## config.mk

```make
export PLATFORM = sky130hd
export DESIGN_NAME = sec_alarm_counter
export DESIGN_NICKNAME = d
export VERILOG_FILES = /design/src/rtl/sac_pkg.sv /design/src/rtl/sac_count_core.sv /design/src/rtl/sac_alarm.sv /design/src/rtl/sac_regif.sv /design/src/rtl/sec_alarm_counter.sv
export SDC_FILE = /design/constraint.sdc
export NUM_CORES = 1
export LEC_CHECK = 0
export ABC_AREA = 1
export BUFFER_PORTS_ARGS = -buffer_cell sky130_fd_sc_hd__buf_4
export CAP_MARGIN = 0
export CORE_ASPECT_RATIO = 1.75
export CORE_UTILIZATION = 50
export CTS_CLUSTER_SIZE = 25
export DETAILED_ROUTE_END_ITERATION = 8
export PLACE_DENSITY = 0.79
export SLEW_MARGIN = 20
export SYNTH_ARGS = -nofsm -noshare
export SYNTH_HDL_FRONTEND = slang
export SYNTH_SLANG_ARGS = --single-unit
```

## constraint.sdc

```tcl
create_clock -name clk -period 5.5 [get_ports clk]
set_clock_uncertainty 0.2 [all_clocks]
set_input_delay 1.1 -clock clk [delete_from_list [all_inputs] [get_ports clk]]
set_output_delay 1.1 -clock clk [all_outputs]
set_load 0.02 [all_outputs]
```

## src/rtl/sac_pkg.sv

```systemverilog
package sac_pkg;
  localparam int ADDR_W = 12;
  localparam logic [ADDR_W-1:0] OFS_COUNT = 12'h000;
  localparam logic [ADDR_W-1:0] OFS_MATCH = 12'h004;
  localparam logic [ADDR_W-1:0] OFS_LOAD  = 12'h008;
  localparam logic [ADDR_W-1:0] OFS_CTRL  = 12'h00C;
  localparam logic [ADDR_W-1:0] OFS_MASK  = 12'h010;
  localparam logic [ADDR_W-1:0] OFS_RAW   = 12'h014;
  localparam logic [ADDR_W-1:0] OFS_MSKD  = 12'h018;
  localparam logic [ADDR_W-1:0] OFS_CLR   = 12'h01C;
  localparam int ID_BYTES = 8;
  localparam int ID_IDX_W = $clog2(ID_BYTES);

  function automatic logic [7:0] id_byte(input logic [ID_IDX_W-1:0] idx);
    case (idx)
      3'd0: id_byte = 8'h31;
      3'd1: id_byte = 8'h10;
      3'd2: id_byte = 8'h14;
      3'd3: id_byte = 8'h00;
      3'd4: id_byte = 8'h0D;
      3'd5: id_byte = 8'hF0;
      3'd6: id_byte = 8'h05;
      default: id_byte = 8'hB1;
    endcase
  endfunction
endpackage

```

## src/rtl/sac_count_core.sv

```systemverilog
module sac_count_core #(
  parameter int DATA_W = 32
) (
  input  logic              clk,
  input  logic              rst_n,
  input  logic              tick_i,
  input  logic              ld_we_i,
  input  logic [DATA_W-1:0] ld_val_i,
  output logic [DATA_W-1:0] cnt_q_o,
  output logic [DATA_W-1:0] cnt_nxt_o,
  output logic [DATA_W-1:0] ld_q_o
);
  logic [DATA_W-1:0] cnt_q, ld_q;

  always_comb begin
    if (ld_we_i)     cnt_nxt_o = ld_val_i;
    else if (tick_i) cnt_nxt_o = cnt_q + DATA_W'(1);
    else             cnt_nxt_o = cnt_q;
  end

  always_ff @(posedge clk or negedge rst_n) begin
    if (!rst_n) begin
      cnt_q <= '0;
      ld_q  <= '0;
    end else begin
      cnt_q <= cnt_nxt_o;
      if (ld_we_i) ld_q <= ld_val_i;
    end
  end

  assign cnt_q_o = cnt_q;
  assign ld_q_o  = ld_q;


  load_takes_chk: assert property (@(posedge clk) disable iff (!rst_n)
    ld_we_i |=> cnt_q == $past(ld_val_i));

  tick_step_chk: assert property (@(posedge clk) disable iff (!rst_n)
    (tick_i && !ld_we_i) |=> cnt_q == $past(cnt_q) + DATA_W'(1));

  idle_hold_chk: assert property (@(posedge clk) disable iff (!rst_n)
    (!tick_i && !ld_we_i) |=> $stable(cnt_q));
endmodule

```

## src/rtl/sac_alarm.sv

```systemverilog
module sac_alarm #(
  parameter int DATA_W = 32
) (
  input  logic              clk,
  input  logic              rst_n,
  input  logic              tick_i,
  input  logic              ld_we_i,
  input  logic              mr_we_i,
  input  logic [DATA_W-1:0] mr_val_i,
  input  logic [DATA_W-1:0] cnt_nxt_i,
  input  logic              clr_we_i,
  input  logic              msk_we_i,
  input  logic              msk_bit_i,
  output logic [DATA_W-1:0] mr_q_o,
  output logic              raw_q_o,
  output logic              mask_q_o,
  output logic              irq_o
);
  logic [DATA_W-1:0] mr_q, mr_nxt;
  logic raw_q, mask_q, evt, hit;

  assign mr_nxt = mr_we_i ? mr_val_i : mr_q;
  assign evt    = tick_i | ld_we_i | mr_we_i;
  assign hit    = evt && (cnt_nxt_i == mr_nxt);

  always_ff @(posedge clk or negedge rst_n) begin
    if (!rst_n) begin
      mr_q   <= '0;
      raw_q  <= 1'b0;
      mask_q <= 1'b0;
    end else begin
      mr_q <= mr_nxt;
      if (hit)           raw_q <= 1'b1;
      else if (clr_we_i) raw_q <= 1'b0;
      if (msk_we_i) mask_q <= msk_bit_i;
    end
  end

  assign mr_q_o   = mr_q;
  assign raw_q_o  = raw_q;
  assign mask_q_o = mask_q;
  assign irq_o    = raw_q & mask_q;


  raw_sticky_chk: assert property (@(posedge clk) disable iff (!rst_n)
    (raw_q && !clr_we_i) |=> raw_q);

  raw_cause_chk: assert property (@(posedge clk) disable iff (!rst_n)
    $rose(raw_q) |-> $past(evt));

  mask_hold_chk: assert property (@(posedge clk) disable iff (!rst_n)
    !msk_we_i |=> $stable(mask_q));
endmodule

```

## src/rtl/sac_regif.sv

```systemverilog
module sac_regif
  import sac_pkg::*;
#(
  parameter int DATA_W = 32
) (
  input  logic              clk,
  input  logic              rst_n,
  input  logic              req_valid_i,
  input  logic              req_write_i,
  input  logic [ADDR_W-1:0] req_addr_i,
  input  logic [DATA_W-1:0] req_wdata_i,
  input  logic [DATA_W-1:0] cnt_i,
  input  logic [DATA_W-1:0] ld_i,
  input  logic [DATA_W-1:0] mr_i,
  input  logic              mask_i,
  input  logic              raw_i,
  output logic              ld_we_o,
  output logic              mr_we_o,
  output logic              msk_we_o,
  output logic              clr_we_o,
  output logic              rsp_valid_o,
  output logic [DATA_W-1:0] rsp_rdata_o
);
  localparam int WORD_W = ADDR_W - 2;

  logic              aligned, wr_acc, rd_acc, id_hit;
  logic [WORD_W-1:0] word;
  logic [DATA_W-1:0] rd_val, rdata_q;
  logic              rvalid_q;

  assign aligned = (req_addr_i[1:0] == 2'b00);
  assign word    = req_addr_i[ADDR_W-1:2];
  assign wr_acc  = req_valid_i &  req_write_i & aligned;
  assign rd_acc  = req_valid_i & ~req_write_i;
  assign id_hit  = (req_addr_i[ADDR_W-1:5] == '1);

  assign ld_we_o  = wr_acc && (word == OFS_LOAD[ADDR_W-1:2]);
  assign mr_we_o  = wr_acc && (word == OFS_MATCH[ADDR_W-1:2]);
  assign msk_we_o = wr_acc && (word == OFS_MASK[ADDR_W-1:2]);
  assign clr_we_o = wr_acc && (word == OFS_CLR[ADDR_W-1:2]);

  always_comb begin
    rd_val = '0;
    if (aligned) begin
      if (id_hit) begin
        rd_val = DATA_W'(id_byte(req_addr_i[ID_IDX_W+1:2]));
      end else begin
        case (word)
          OFS_COUNT[ADDR_W-1:2]: rd_val = cnt_i;
          OFS_MATCH[ADDR_W-1:2]: rd_val = mr_i;
          OFS_LOAD[ADDR_W-1:2]:  rd_val = ld_i;
          OFS_CTRL[ADDR_W-1:2]:  rd_val = DATA_W'(1);
          OFS_MASK[ADDR_W-1:2]:  rd_val = DATA_W'(mask_i);
          OFS_RAW[ADDR_W-1:2]:   rd_val = DATA_W'(raw_i);
          OFS_MSKD[ADDR_W-1:2]:  rd_val = DATA_W'(raw_i & mask_i);
          default:               rd_val = '0;
        endcase
      end
    end
  end

  always_ff @(posedge clk or negedge rst_n) begin
    if (!rst_n) begin
      rvalid_q <= 1'b0;
      rdata_q  <= '0;
    end else begin
      rvalid_q <= rd_acc;
      if (rd_acc) rdata_q <= rd_val;
    end
  end

  assign rsp_valid_o = rvalid_q;
  assign rsp_rdata_o = rdata_q;


  rsp_timing_chk: assert property (@(posedge clk) disable iff (!rst_n)
    rd_acc |=> rsp_valid_o);

  no_wr_rsp_chk: assert property (@(posedge clk) disable iff (!rst_n)
    (req_valid_i && req_write_i) |=> !rsp_valid_o);

  ctrl_one_chk: assert property (@(posedge clk) disable iff (!rst_n)
    (rd_acc && req_addr_i == OFS_CTRL) |=> rsp_rdata_o == DATA_W'(1));
endmodule

```

## src/rtl/sec_alarm_counter.sv

```systemverilog
module sec_alarm_counter
  import sac_pkg::*;
#(
  parameter int DATA_W = 32
) (
  input  logic              clk,
  input  logic              rst_n,
  input  logic              tick,
  input  logic              req_valid,
  output logic              req_ready,
  input  logic              req_write,
  input  logic [ADDR_W-1:0] req_addr,
  input  logic [DATA_W-1:0] req_wdata,
  output logic              rsp_valid,
  output logic [DATA_W-1:0] rsp_rdata,
  output logic              irq
);
  logic [DATA_W-1:0] cnt_q, cnt_nxt, ld_q, mr_q;
  logic ld_we, mr_we, msk_we, clr_we, raw_q, mask_q;

  assign req_ready = 1'b1;

  sac_regif #(.DATA_W(DATA_W)) u_regif (
    .clk(clk), .rst_n(rst_n),
    .req_valid_i(req_valid), .req_write_i(req_write),
    .req_addr_i(req_addr), .req_wdata_i(req_wdata),
    .cnt_i(cnt_q), .ld_i(ld_q), .mr_i(mr_q),
    .mask_i(mask_q), .raw_i(raw_q),
    .ld_we_o(ld_we), .mr_we_o(mr_we), .msk_we_o(msk_we), .clr_we_o(clr_we),
    .rsp_valid_o(rsp_valid), .rsp_rdata_o(rsp_rdata)
  );

  sac_count_core #(.DATA_W(DATA_W)) u_count (
    .clk(clk), .rst_n(rst_n), .tick_i(tick),
    .ld_we_i(ld_we), .ld_val_i(req_wdata),
    .cnt_q_o(cnt_q), .cnt_nxt_o(cnt_nxt), .ld_q_o(ld_q)
  );

  sac_alarm #(.DATA_W(DATA_W)) u_alarm (
    .clk(clk), .rst_n(rst_n), .tick_i(tick),
    .ld_we_i(ld_we), .mr_we_i(mr_we), .mr_val_i(req_wdata),
    .cnt_nxt_i(cnt_nxt), .clr_we_i(clr_we),
    .msk_we_i(msk_we), .msk_bit_i(req_wdata[0]),
    .mr_q_o(mr_q), .raw_q_o(raw_q), .mask_q_o(mask_q), .irq_o(irq)
  );


  match_write_fires_chk: assert property (@(posedge clk) disable iff (!rst_n)
    (mr_we && req_wdata == cnt_nxt) |=> raw_q);

  irq_follow_chk: assert property (@(posedge clk) disable iff (!rst_n)
    (!clr_we && !msk_we && raw_q && mask_q) |=> irq);
endmodule

```

==> summary.md <==
| Metric | Value |
|---|---|
| Status | complete, no violations |
| Io pins | between 80 and 90 |
| Clk Latency, worst-skew pair | about 0.43 ns |
| Global Route Usage Sum | between 30% and 40% |
| RSZ-0062 raised after global routing | no |
| Net count after synthesis | 1143 |
| Clk buf depth | 2 |
| Crit end category | flop |
| Core area | about 0.015 mm² |
| Hold Path Cell Cnt | 2 |
| Final worst-path cycle share | between 70% and 80% |
| Pwr dens | 293 mW/mm² |
| Total gr overflow | 0 |
| Port Buffer Count | 82 |
| Postcts setup bufs | 0 |
| Sequential share of the synthesized area | a little over two fifths |
| Slew Limit Fails | 0 |
| Initial antenna violation count | 0 |
| Inserted Clock Buffers | 17 |
| Final instance area | between 0.009 and 0.01 mm² |
| Asr flop ratio synth | 100% |
| TNS Setup | 0 ns |
| Die Wd | approximately 96 µm |
| Worst hold endpoint | u_count.ld_q_o[2] |
| #FFs+latches synth | between 100 and 150 |
| Post-route DRC | 0 |
| Fin. Hold Viols | 0 |
| Drt wl/cell | 18.2 µm |
| Syn Inst Count | ~1100 |
| Ys flop type | dfrtp_1 |
| Starting Density | between 50 and 60% |
| Achievable Freq | around 0.25 GHz |
| Post-DP Area | 0.00845 mm² |
| Vias per cell | 5.74 |
| HP Class | reg2reg |
| Synth Area per Inst | about 7.1 µm² |
| Number of flops mapped to enable cells by yosys | 0 |
| CTS tree | built |
| Worst EP required | about 5.7 ns |
| NumNets Final | ~1200 |
| CP startpoint kind | input port |
| Peak VDD IR | roughly 0.21 mV |
| RR Startpoint | u_count.cnt_q_o[4] |
| Chip height | ~170 µm |
| Place WS | ~1.2 ns |
| Least-Margin Pin Slew | between 0.8 and 0.9 ns |
| Worst Path Arrival | a little over 4 ns |
| First-pass GRT wire length | just under 40000 µm |
| Vias in the first global route | between 7000 and 8000 |
| ANT nets after route | 0 |
| Routability Congestion | between 0.9 and 1 |
| CTS clk-pin slew, worst paths | ~0.060 ns |
| Top cell type's share of synthesized area | between 40% and 50% |
| Crit Path Class | in2reg |
| Total Die Area | between 0.015 and 0.02 mm² |
| Hold-fix buffers at CTS | 0 |
| Most frequent cells in the layout | 420 x nand2_1, 131 x dfrtp_1, 122 x nand3_1, 110 x inv_1, 93 x buf_4 |
| HP Start | u_count.ld_q_o[2] |
| R2R cell count | 15 |
| Syn-to-layout area delta | 16.4% |
| Placed Instances | 1328 |
| Clock sink count | between 100 and 150 |
| Most common cell after layout, fill and taps aside | nand2_1 |
| Slew margin rel. | a little over two fifths |
| Post-Route WL | ~25000 µm |
| Final setup violation count | 0 |
| P_leak | 4.80 nW |
| Initial DRC count | around 490 |
| Root Driver | clkbuf_16 |
| Reg2reg setup slack | between 2 and 3 ns |
| Fraction of layout instances using a drive strength above 1 | between 10% and 20% |
| Top area cells in the synthesized netlist | dfrtp_1 42%, nand2_1 20%, nand3_1 7.9%, inv_1 5.3%, nor2_1 3.4% |
| Router iterations before antenna repair | 7 |
| Vias | slightly below 8000 |
| Post-synthesis cell type count | 43 |
| RR Endpoint | u_alarm.raw_q_o |
| Max-cap viol count | 0 |
| Dominant cell type by area after synthesis | dfrtp_1 |
| Post-synthesis instance area | between 0.007 and 0.008 mm² |
| Post-route insts no fill | 1360 |
| Worst setup margin | 1.55 ns |
| H-tree depth | 4 |
| Detailed Place HPWL | 18300 µm |
| Yosys Warn Count | 0 |
| Number of fill cells | around 1400 |
| Tmin final | roughly 4.0 ns |
| Largest fanout on the critical path | 22 |
| Largest net degree at the start of global routing | between 60 and 70 |
| Standard-cell rows | 59 |
| N_diodes | 0 |
| Post-CTS Resized | 0 |
## cell families after synthesis
logic type,Yosys count,share of synthesized area [%]
other,1,0.0483
muxes,1,0.129
and+or+nand+nor,684,38.3
buffers and inverters,161,8.91
xor gates and xnor gates,6,0.677
DFF,131,42.2
AOI/OAI and AO/OA,108,9.54
adders and majority gates,1,0.161
## synthesized netlist by cell type, types with 5 or more instances
cell type	instances
o2111ai_1	6
o21ai_1	15
a21oi_1	11
o21ai_2	9
nor2_2	5
nand3_1	122
o221ai_1	16
o31ai_1	9
buf_2	14
buf_6	7
inv_2	9
clkbuf_1	10
dfrtp_1	131
inv_1	110
o211ai_1	5
a32o_1	5
nand2_1	420
nor2_1	71
o21ai_0	23
nand2_2	13
buf_1	6
nand4_1	32
nor3_1	5
## layer usage
layer	global-route usage [%]	wire length, µm	share of wire, %	up-vias
met5	0	0	0	-
met1	33.5	8650	35	3664
met2	56.7	13100	53	323
met4	23.6	1890	7.6	0
li1	-	-	-	3712
met3	4.61	1100	4.5	109
## where the power goes
group / total (W) / switching [W] / leakage (nW) / internal (W)
Combinational: 0.000454 / 0.000315 / 2.92 / 0.000139
Sequential: 0.00106 / 0.0000623 / 1.61 / 0.00100
Clock: 0.00113 / 0.000480 / 0.278 / 0.000648
Total: 0.00265 / 0.000857 / 4.80 / 0.00179
## state kept, by name, summed over array words and instances, names as in the netlist
name	count
u_alarm.mr_q_o	32
u_count.ld_q_o	32
u_alarm.raw_q_o	1
u_count.cnt_q_o	32
u_regif.rsp_rdata_o	32
u_alarm.mask_q_o	1
u_regif.rsp_valid_o	1
## through the flow
| stage | hold WS [ns] | power [W] | utilization (%) |
|---|---|---|---|
| after floorplan | 0.242 | 0.00136 | - |
| after global placement | 0.261 | 0.00152 | 56.4 |
| after detailed placement | 0.266 | 0.00152 | 56.4 |
| after CTS | 0.282 | 0.00264 | 60.3 |
| after global routing | 0.295 | 0.00275 | 60.3 |
| final | 0.277 | 0.00265 | 60.3 |
## worst max-delay path, cell delays in order
cell     delay [ns]
buf_4          0.12
nor2_4         0.45
inv_4          0.14
nor2_4         0.33
nand3_2        0.43
inv_2          0.57
nand2_1        0.17
nand2_1        0.13
nand2_1        0.05
nand2_1        0.05
nand2_1        0.12
nor2_1         0.13
nand3_1        0.07
nor2_1         0.12
nand2_1        0.07
nand2_1        0.05
## worst max-delay path by stage
stage                start         endpoint  slack, ns  depth (start not counted)
2_1_floorplan  req_addr[1]  u_alarm.raw_q_o       2.67                         15
3_3_place_gp   req_addr[1]  u_alarm.raw_q_o       1.24                         16
3_5_place_dp   req_addr[1]  u_alarm.raw_q_o       1.17                         16
4_1_cts        req_addr[1]  u_alarm.raw_q_o       1.59                         16
5_1_grt        req_addr[1]  u_alarm.raw_q_o       1.16                         16
6_report       req_addr[1]  u_alarm.raw_q_o       1.55                         16
## area by class of cell
cell class | instances | area (µm²) | share of cell area, %
tap | 183 | 229 | 2.53
multi-input combinational | 801 | 3800 | 42.0
timing repair buffer | 93 | 698 | 7.72
sequential | 131 | 3280 | 36.3
inverter | 120 | 453 | 5.01
clock buffer | 18 | 439 | 4.86
clock inverter | 14 | 145 | 1.61
Note: power is estimated with default switching activity, not from simulation.
